===== config.mk =====
export PLATFORM = sky130hd
export DESIGN_NAME = gcs_chip_spreader
export DESIGN_NICKNAME = d
export VERILOG_FILES = /design/src/rtl/gcs_pkg.sv /design/src/rtl/gcs_chip_timer.sv /design/src/rtl/gcs_lfsr.sv /design/src/rtl/gcs_gold_gen.sv /design/src/rtl/gcs_symbol_nco.sv /design/src/rtl/gcs_chip_spreader.sv
export SDC_FILE = /design/constraint.sdc
export NUM_CORES = 1
export LEC_CHECK = 0
export ABC_CLOCK_PERIOD_IN_PS = 7600
export BUFFER_PORTS_ARGS = -buffer_cell sky130_fd_sc_hd__clkbuf_2
export CORE_MARGIN = 2
export CORE_UTILIZATION = 30
export CTS_CLUSTER_SIZE = 25
export DETAILED_ROUTE_END_ITERATION = 10
export HOLD_SLACK_MARGIN = 0.12
export SLEW_MARGIN = 10
export SYNTH_ARGS = -nofsm -noshare
export SYNTH_HDL_FRONTEND = slang
export SYNTH_SLANG_ARGS = --single-unit

===== constraint.sdc =====
create_clock -name clk -period 7.6 [get_ports clk]
set_input_delay 1.52 -clock clk [delete_from_list [all_inputs] [get_ports clk]]
set_output_delay 1.52 -clock clk [all_outputs]
set_load 0.02 [all_outputs]

===== src/rtl/gcs_pkg.sv =====
package gcs_pkg;

    localparam int LFSR_W    = 11;
    localparam int CODE_LEN  = (1 << LFSR_W) - 1;
    localparam int PHASE_W   = 32;
    localparam int EXP_W     = 4;

    localparam logic [LFSR_W-1:0] TAPS_A = 11'b000_0000_0101;
    localparam logic [LFSR_W-1:0] TAPS_C = 11'b001_0010_0101;

    typedef logic signed [1:0] chip_t;

    localparam chip_t CHIP_POS  = 2'sb01;
    localparam chip_t CHIP_NEG  = 2'sb11;
    localparam chip_t CHIP_NONE = 2'sb00;

    typedef struct packed {
        logic  valid;
        logic  strobe;
        chip_t i;
        chip_t q;
    } sample_t;

    localparam sample_t SAMPLE_IDLE = '{valid: 1'b0, strobe: 1'b0,
                                        i: CHIP_NONE, q: CHIP_NONE};

    function automatic logic [LFSR_W-1:0] seed_fix(input logic [LFSR_W-1:0] s);
        return (s == '0) ? LFSR_W'(1) : s;
    endfunction

    function automatic chip_t map_chip(input logic b);
        return b ? CHIP_NEG : CHIP_POS;
    endfunction

endpackage


===== src/rtl/gcs_chip_timer.sv =====
module gcs_chip_timer #(
    parameter int EXP_W = gcs_pkg::EXP_W,
    parameter int DIV_W = (1 << EXP_W) - 1
) (
    input  logic             clk,
    input  logic             rst,
    input  logic             run,
    input  logic [EXP_W-1:0] rate_exp,
    output logic             chip_first,
    output logic             chip_last
);
    logic [DIV_W-1:0] div_cnt;
    logic [EXP_W-1:0] eff_exp;
    logic [DIV_W-1:0] limit;

    always_comb begin
        eff_exp = (rate_exp == '0) ? EXP_W'(1) : rate_exp;
        limit   = ~({DIV_W{1'b1}} << eff_exp);
    end

    assign chip_first = run && (div_cnt == '0);
    assign chip_last  = run && (div_cnt == limit);

    always_ff @(posedge clk) begin
        if (rst || !run) begin
            div_cnt <= '0;
        end else if (div_cnt == limit) begin
            div_cnt <= '0;
        end else begin
            div_cnt <= div_cnt + 1'b1;
        end
    end

endmodule


===== src/rtl/gcs_lfsr.sv =====
module gcs_lfsr #(
    parameter int                W    = gcs_pkg::LFSR_W,
    parameter logic [W-1:0]      TAPS = gcs_pkg::TAPS_A
) (
    input  logic         clk,
    input  logic         rst,
    input  logic         load,
    input  logic         step,
    input  logic [W-1:0] seed,
    output logic [W-1:0] state
);
    logic fb;

    assign fb = ^(state & TAPS);

    always_ff @(posedge clk) begin
        if (rst) begin
            state <= W'(1);
        end else if (load) begin
            state <= seed;
        end else if (step) begin
            state <= {fb, state[W-1:1]};
        end
    end

endmodule


===== src/rtl/gcs_gold_gen.sv =====
module gcs_gold_gen #(
    parameter int W   = gcs_pkg::LFSR_W,
    parameter int LEN = (1 << W) - 1
) (
    input  logic         clk,
    input  logic         rst,
    input  logic         run,
    input  logic         advance,
    input  logic [W-1:0] init_a,
    input  logic [W-1:0] init_c,
    output logic         code_bit
);
    localparam int NREG  = 2;
    localparam int IDX_W = $clog2(LEN);

    logic [W-1:0]     seeds  [NREG];
    logic [W-1:0]     states [NREG];
    logic [IDX_W-1:0] chip_idx;
    logic             wrap;
    logic             do_load;
    logic             do_step;

    assign seeds[0] = gcs_pkg::seed_fix(init_a);
    assign seeds[1] = gcs_pkg::seed_fix(init_c);

    assign wrap    = advance && (chip_idx == IDX_W'(LEN - 1));
    assign do_load = !run || wrap;
    assign do_step = advance && !wrap;

    for (genvar g = 0; g < NREG; g++) begin : g_reg
        localparam logic [W-1:0] TP = (g == 0) ? gcs_pkg::TAPS_A : gcs_pkg::TAPS_C;
        gcs_lfsr #(.W(W), .TAPS(TP)) lfsr_i (
            .clk   (clk),
            .rst   (rst),
            .load  (do_load),
            .step  (do_step),
            .seed  (seeds[g]),
            .state (states[g])
        );
    end

    always_ff @(posedge clk) begin
        if (rst || do_load) begin
            chip_idx <= '0;
        end else if (do_step) begin
            chip_idx <= chip_idx + 1'b1;
        end
    end

    assign code_bit = states[0][0] ^ states[1][0];

endmodule


===== src/rtl/gcs_symbol_nco.sv =====
module gcs_symbol_nco #(
    parameter int W = gcs_pkg::PHASE_W
) (
    input  logic         clk,
    input  logic         rst,
    input  logic         run,
    input  logic [W-1:0] inc,
    output logic         carry
);
    logic [W-1:0] phase;
    logic [W:0]   sum;

    assign sum   = {1'b0, phase} + {1'b0, inc};
    assign carry = run && sum[W];

    always_ff @(posedge clk) begin
        if (rst || !run) begin
            phase <= '0;
        end else begin
            phase <= sum[W-1:0];
        end
    end

endmodule


===== src/rtl/gcs_chip_spreader.sv =====
module gcs_chip_spreader #(
    parameter int LFSR_W  = gcs_pkg::LFSR_W,
    parameter int PHASE_W = gcs_pkg::PHASE_W,
    parameter int EXP_W   = gcs_pkg::EXP_W
) (
    input  logic               clk,
    input  logic               rst,
    input  logic               burst_active,
    input  logic [EXP_W-1:0]   cfg_rate_exp,
    input  logic [LFSR_W-1:0]  cfg_init_a,
    input  logic [LFSR_W-1:0]  cfg_init_c,
    input  logic [PHASE_W-1:0] cfg_sym_inc,
    input  logic               cfg_q_invert,
    input  logic               sym_bit,
    output logic               sym_take,
    output logic               sample_valid,
    output logic               chip_strobe,
    output logic signed [1:0]  chip_i,
    output logic signed [1:0]  chip_q
);
    import gcs_pkg::*;

    logic    chip_first;
    logic    chip_last;
    logic    code_bit;
    logic    nco_carry;
    sample_t smp_next;
    sample_t smp_q;

    gcs_chip_timer #(.EXP_W(EXP_W)) timer_i (
        .clk        (clk),
        .rst        (rst),
        .run        (burst_active),
        .rate_exp   (cfg_rate_exp),
        .chip_first (chip_first),
        .chip_last  (chip_last)
    );

    gcs_gold_gen #(.W(LFSR_W)) gold_i (
        .clk      (clk),
        .rst      (rst),
        .run      (burst_active),
        .advance  (chip_last),
        .init_a   (cfg_init_a),
        .init_c   (cfg_init_c),
        .code_bit (code_bit)
    );

    gcs_symbol_nco #(.W(PHASE_W)) nco_i (
        .clk   (clk),
        .rst   (rst),
        .run   (burst_active),
        .inc   (cfg_sym_inc),
        .carry (nco_carry)
    );

    assign sym_take = nco_carry;

    always_comb begin
        smp_next.valid  = 1'b1;
        smp_next.strobe = chip_first;
        smp_next.i      = map_chip(code_bit ^ sym_bit);
        smp_next.q      = cfg_q_invert ? -smp_next.i : smp_next.i;
    end

    always_ff @(posedge clk) begin
        if (rst || !burst_active) begin
            smp_q <= SAMPLE_IDLE;
        end else begin
            smp_q <= smp_next;
        end
    end

    assign sample_valid = smp_q.valid;
    assign chip_strobe  = smp_q.strobe;
    assign chip_i       = smp_q.i;
    assign chip_q       = smp_q.q;

endmodule


* Word-level counts from Yosys, hierarchy flattened
Cells that the tools add are included.
Word-level totals: bits in registers 86, bits of input ports 63, output and inout bits 7, word-level logic and storage cells 47
Operators by class: add/sub/neg operators 4, eq/ne operators 2, shifts and indexed selects 1, multiplexer cells 10, bitwise gates (word level) 3, reduce and logical (&&, ||, !) cells 18
Operators with widths (count):
- two-way mux 11 bit | 6
- adder 32 x 32 -> 33 bit | 1
- logical NOT 11 bit | 2
- XOR reduction 11 bit | 2
- adder 15 x 1 -> 15 bit, second input constant | 1
- == test 15 bit | 1
- logical NOT 15 bit | 1
- NOT 15 bit | 1
- << shifter 15 x 4 -> 15 bit, first input constant | 1
- adder 11 x 1 -> 11 bit, second input constant | 1
- == test 11 bit, second input constant | 1
- two-way mux 6 bit | 1
- logical AND 1 bit | 5
- logical NOT 4 bit | 1
- two-way mux 2 bit | 2
- two-way mux 4 bit | 1
- logical OR 1 bit | 3
- logical NOT 1 bit | 2
- negation 2 bit | 1
- nonzero test 2 bit | 1
- OR reduction 2 bit | 1
- bitwise XOR 1 bit | 2

* Logic depth before layout (Yosys ltp)
depth after elaboration 11, mapped depth 11, mapped depth without buffers 10

* Modules after synthesis
From an unflattened synthesis, not the netlist that was laid out.
Unflattened totals: cells, all modules 691, area total of the unflattened synthesis 5896.9 um2
By module, submodules not included:
- gcs_symbol_nco | instances 1, cells an instance 331, area an instance 2718.9 um2, sequential area each 640.6 um2
- gcs_chip_timer | instances 1, cells an instance 147, area an instance 1156.1 um2, sequential area each 300.3 um2
- gcs_gold_gen | instances 1, cells an instance 96, area an instance 742.0 um2, sequential area each 220.2 um2
- gcs_lfsr (gold_i.g_reg[1].lfsr_i) | instances 1, cells an instance 52, area an instance 588.1 um2, sequential area each 220.2 um2
- gcs_lfsr (gold_i.g_reg[0].lfsr_i) | instances 1, cells an instance 51, area an instance 525.5 um2, sequential area each 220.2 um2
- gcs_chip_spreader | instances 1, cells an instance 14, area an instance 166.4 um2, sequential area each 100.1 um2

* Worst setup path before layout
Ideal clock, no wire load.
path kind input-to-output, start point input cfg_sym_inc[0], end point output sym_take, data arrival time 3.456 ns, required time 6.080 ns, setup slack 2.624 ns, cell stages on the path 10, path buffers 0, cells stage by stage ha_1 -> fa_1 -> a211oi_1 -> nor2_1 -> o2111a_1 -> o21ai_1 -> nand2_1 -> a31oi_1 -> o21ai_0 -> o211a_1
Between the ends: cells in the longest elaborated chain, start to end 2
Ends and longest elaborated chain:
- from (decl) | RTL line gcs_chip_spreader.sv:12 | input logic [PHASE_W-1:0] cfg_sym_inc,
- adder 32 x 32 -> 33 bit | RTL line gcs_symbol_nco.sv:13 | assign sum = {1'b0, phase} + {1'b0, inc};
- logical AND 1 bit | RTL line gcs_symbol_nco.sv:14 | assign carry = run && sum[W];
- to (decl) | RTL line gcs_chip_spreader.sv:15 | output logic sym_take,
Every way passes these cells.

* Final worst setup path
Ends and elaborated chain as after synthesis.

==> impl_metrics.json <==
{
  "status": "finished, final reports clean",
  "cts_setup_buffers": 0,
  "synth.most_common_cell": "nor2_1",
  "fin_nets": 804,
  "antenna_left": 0,
  "wirelength_um": 12600,
  "antenna_found_initial": 0,
  "finalSetupViolCount": 0,
  "power.density_nw_per_um2": 192,
  "cpPeakStageDelay_ns": 0.43,
  "portBuffers": 69,
  "ys.flop_type": "dfxtp_1",
  "crit_slowest_cell": "fa_1",
  "cap_violations": 0,
  "first_global_vias": 4259,
  "synth_edf_count": 0,
  "dp_slack_ns": 2.15,
  "synth_nets": 757,
  "initial_utilization": 0.303,
  "endpoint_kind": "output port",
  "cp_common_cell": "clkbuf_2",
  "p_clk_frac": 0.387,
  "crit_required_ns": 6.08,
  "r2r_cells": 6,
  "yosys-top-cells-count": "nor2_1 (95), dfxtp_1 (85), nand2_1 (47)",
  "fin_crit_sh": 0.720,
  "switchingPower_uw": 344,
  "async_flop_share": 0,
  "drc": 0,
  "synth.area.top_cells": "dfxtp_1 (32%), ha_1 (8.3%), nor2_1 (6.6%)",
  "ys_types": 68,
  "wl_per_cell_um": 13.5,
  "syn_to_final_growth_pct": 14.2,
  "rsz0062_at_grt": "no",
  "slew_viol_final": 0,
  "avgSynthCellArea_um2": 8.22,
  "gp_congestion": 0.827,
  "vdd_ir_drop_max_uv": 82.3,
  "vias": 4696,
  "dieArea_um2": 19100,
  "root_buffer": "clkbuf_16",
  "clk_path_buf_depth": 2,
  "fin_crit_ns": 5.47,
  "dp_hpwl_um": 9380,
  "clkSinkCount": 85,
  "p_leak_uw": 0.00255,
  "critical_path_class": "primary input to output port",
  "ys.warnings.count": 0,
  "seq_power_share": 0.406,
  "worst_pin_slew_ns": 0.977,
  "cp-start-kind": "primary input",
  "hold_buffers": 0,
  "grt_pass1_wl_um": 20900,
  "coreArea_um2": 17800,
  "path_clk_slew_ns": 0.07,
  "switching_share": 0.291,
  "grt-ovfl-total": 0,
  "clkLatencyLatePin_ns": 0.35,
  "worst_slack_ns": 2.13,
  "cts_buffers": 9,
  "whs_path_depth": 2,
  "first_pass_iters": 4,
  "cp.arrival_ns": 3.95,
  "crit_path_cell_trace": "clkbuf_2, ha_1, fa_1, a211oi_1, nor2_1, o2111a_1, o21ai_1, nand2_1, a31oi_1, o21ai_0, o211a_1, clkbuf_2",
  "syn_inst": 657,
  "dieHeight_um": 138,
  "netlist_area_um2": 5400,
  "cp_top_family": "compound AO/OA/AOI/OAI gates",
  "grtUsageTotal": 0.131,
  "drive_gt1_frac": 0.168,
  "worst-path-buf-inv": 2,
  "grt_max_degree": 35,
  "cp_max_fo": 4,
  "fp.dieW_um": 138,
  "hold_class": "register to register",
  "cts_tree": "built",
  "drt_iter0_drc": 315,
  "fmax_ghz": 0.183,
  "p_int_uw": 839,
  "via_per_inst": 5.01,
  "combPwrFrac": 0.206,
  "synth_top_area_frac": 0.315,
  "ys_seq_elements": 85,
  "skew_ns": 0.00946,
  "cp.depth": 12,
  "hold_viol_final": 0,
  "seq_area_frac_synth": 0.315,
  "rows": 49,
  "htreeDepth": 3,
  "synth_top_area_cell": "dfxtp_1",
  "diodes": 0,
  "tns_ns": 0,
  "relSlewSlack": 0.349,
  "cts_resized": 0,
  "ios": 70
}
## power by group through the flow
stage          registers (uW)  logic, uW  clock network, uW
5_1_grt                   483        275                488
4_1_cts                   481        246                473
2_1_floorplan             490        185                  0
3_5_place_dp              491        244                  0
6_report                  480        244                458
3_3_place_gp              490        244                  0
## layout by cell type, fill, tap and decap left out, types with 11 or more instances in the layout
cell type / synthesis / routed
clkbuf_2: 0 / 69
xnor2_1: 28 / 28
nand3_1: 30 / 30
a21oi_1: 34 / 34
nor4_1: 14 / 14
ha_1: 36 / 36
a211oi_1: 11 / 11
dfxtp_1: 85 / 85
inv_1: 12 / 12
nor2_1: 95 / 95
xor2_1: 26 / 26
o21ai_0: 25 / 25
o21ai_1: 15 / 15
a21o_1: 13 / 13
nor3_1: 15 / 15
nand2_1: 47 / 47
## cells by family (layout without fill, tap and decap cells)
logic type	Yosys count	in the layout	share of synthesized area
and+or+nand+nor	256	256	0.227
buffers and inverters	49	101	0.0435
muxes	10	10	0.0185
xor gates and xnor gates	54	54	0.0876
adders and majority gates	37	37	0.0871
AOI/OAI and AO/OA	166	166	0.221
DFF	85	85	0.315
## state kept, by name, summed over array words and instances, names as in the netlist
register and count:
gold_i.g.lfsr_i.state 22, nco_i.phase 32, chip_i 2, gold_i.chip_idx 11, chip_strobe 1, sample_valid 1
timer_i.div_cnt 15, chip_q 1
## area by class of cell
type / instances / area, um^2
tap: 229 / 287
clock inverter: 6 / 67.6
timing repair buffer: 70 / 353
sequential: 85 / 1700
clock buffer: 10 / 239
multi-input combinational: 523 / 3460
inverter: 15 / 56.3
fill: 1803 / 11700
## path summary, 6_finish.rpt
| check | from | to | slack, ns |
|---|---|---|---|
| setup / recovery | cfg_sym_inc[0] | sym_take | 2.13 |
| hold / removal | gold_i.g_reg[0].lfsr_i.state[7] | gold_i.g_reg[0].lfsr_i.state[7] | 0.45 |
| setup reg to reg | timer_i.div_cnt[12] | gold_i.g_reg[0].lfsr_i.state[2] | 4.54 |
| hold reg to reg | gold_i.g_reg[0].lfsr_i.state[7] | gold_i.g_reg[0].lfsr_i.state[7] | 0.45 |
## worst min-delay path: stages, from the launching register on
cell and delay (ns):
dfxtp_1 0.31, nand2_1 0.05, o21ai_1 0.05
## per-stage QoR
| step | instances | util | cell area [um^2] | total power, uW | hold WS (ns) |
|---|---|---|---|---|---|
| final | 938 | 0.346 | 6170 | 1180 | 0.452 |
| after global routing | 938 | 0.346 | 6170 | 1250 | 0.470 |
| after global placement | 922 | 0.329 | 5860 | 734 | 0.436 |
| after detailed placement | 922 | 0.329 | 5860 | 735 | 0.442 |
| after floorplan | 657 | - | 5400 | 675 | 0.424 |
| after CTS | 938 | 0.346 | 6170 | 1200 | 0.452 |
## per-layer routing
layer  up-vias  part of all wire  GRT usage  wire length (um)
li1       2454                 -          -                 -
met1      2151              0.51      0.188              6410
met2        78              0.44      0.199              5600
met3        13             0.032     0.0184               406
met4         0             0.017     0.0537               214
met5         -                 0          0                 0
Note: power is estimated with default switching activity, not from simulation.
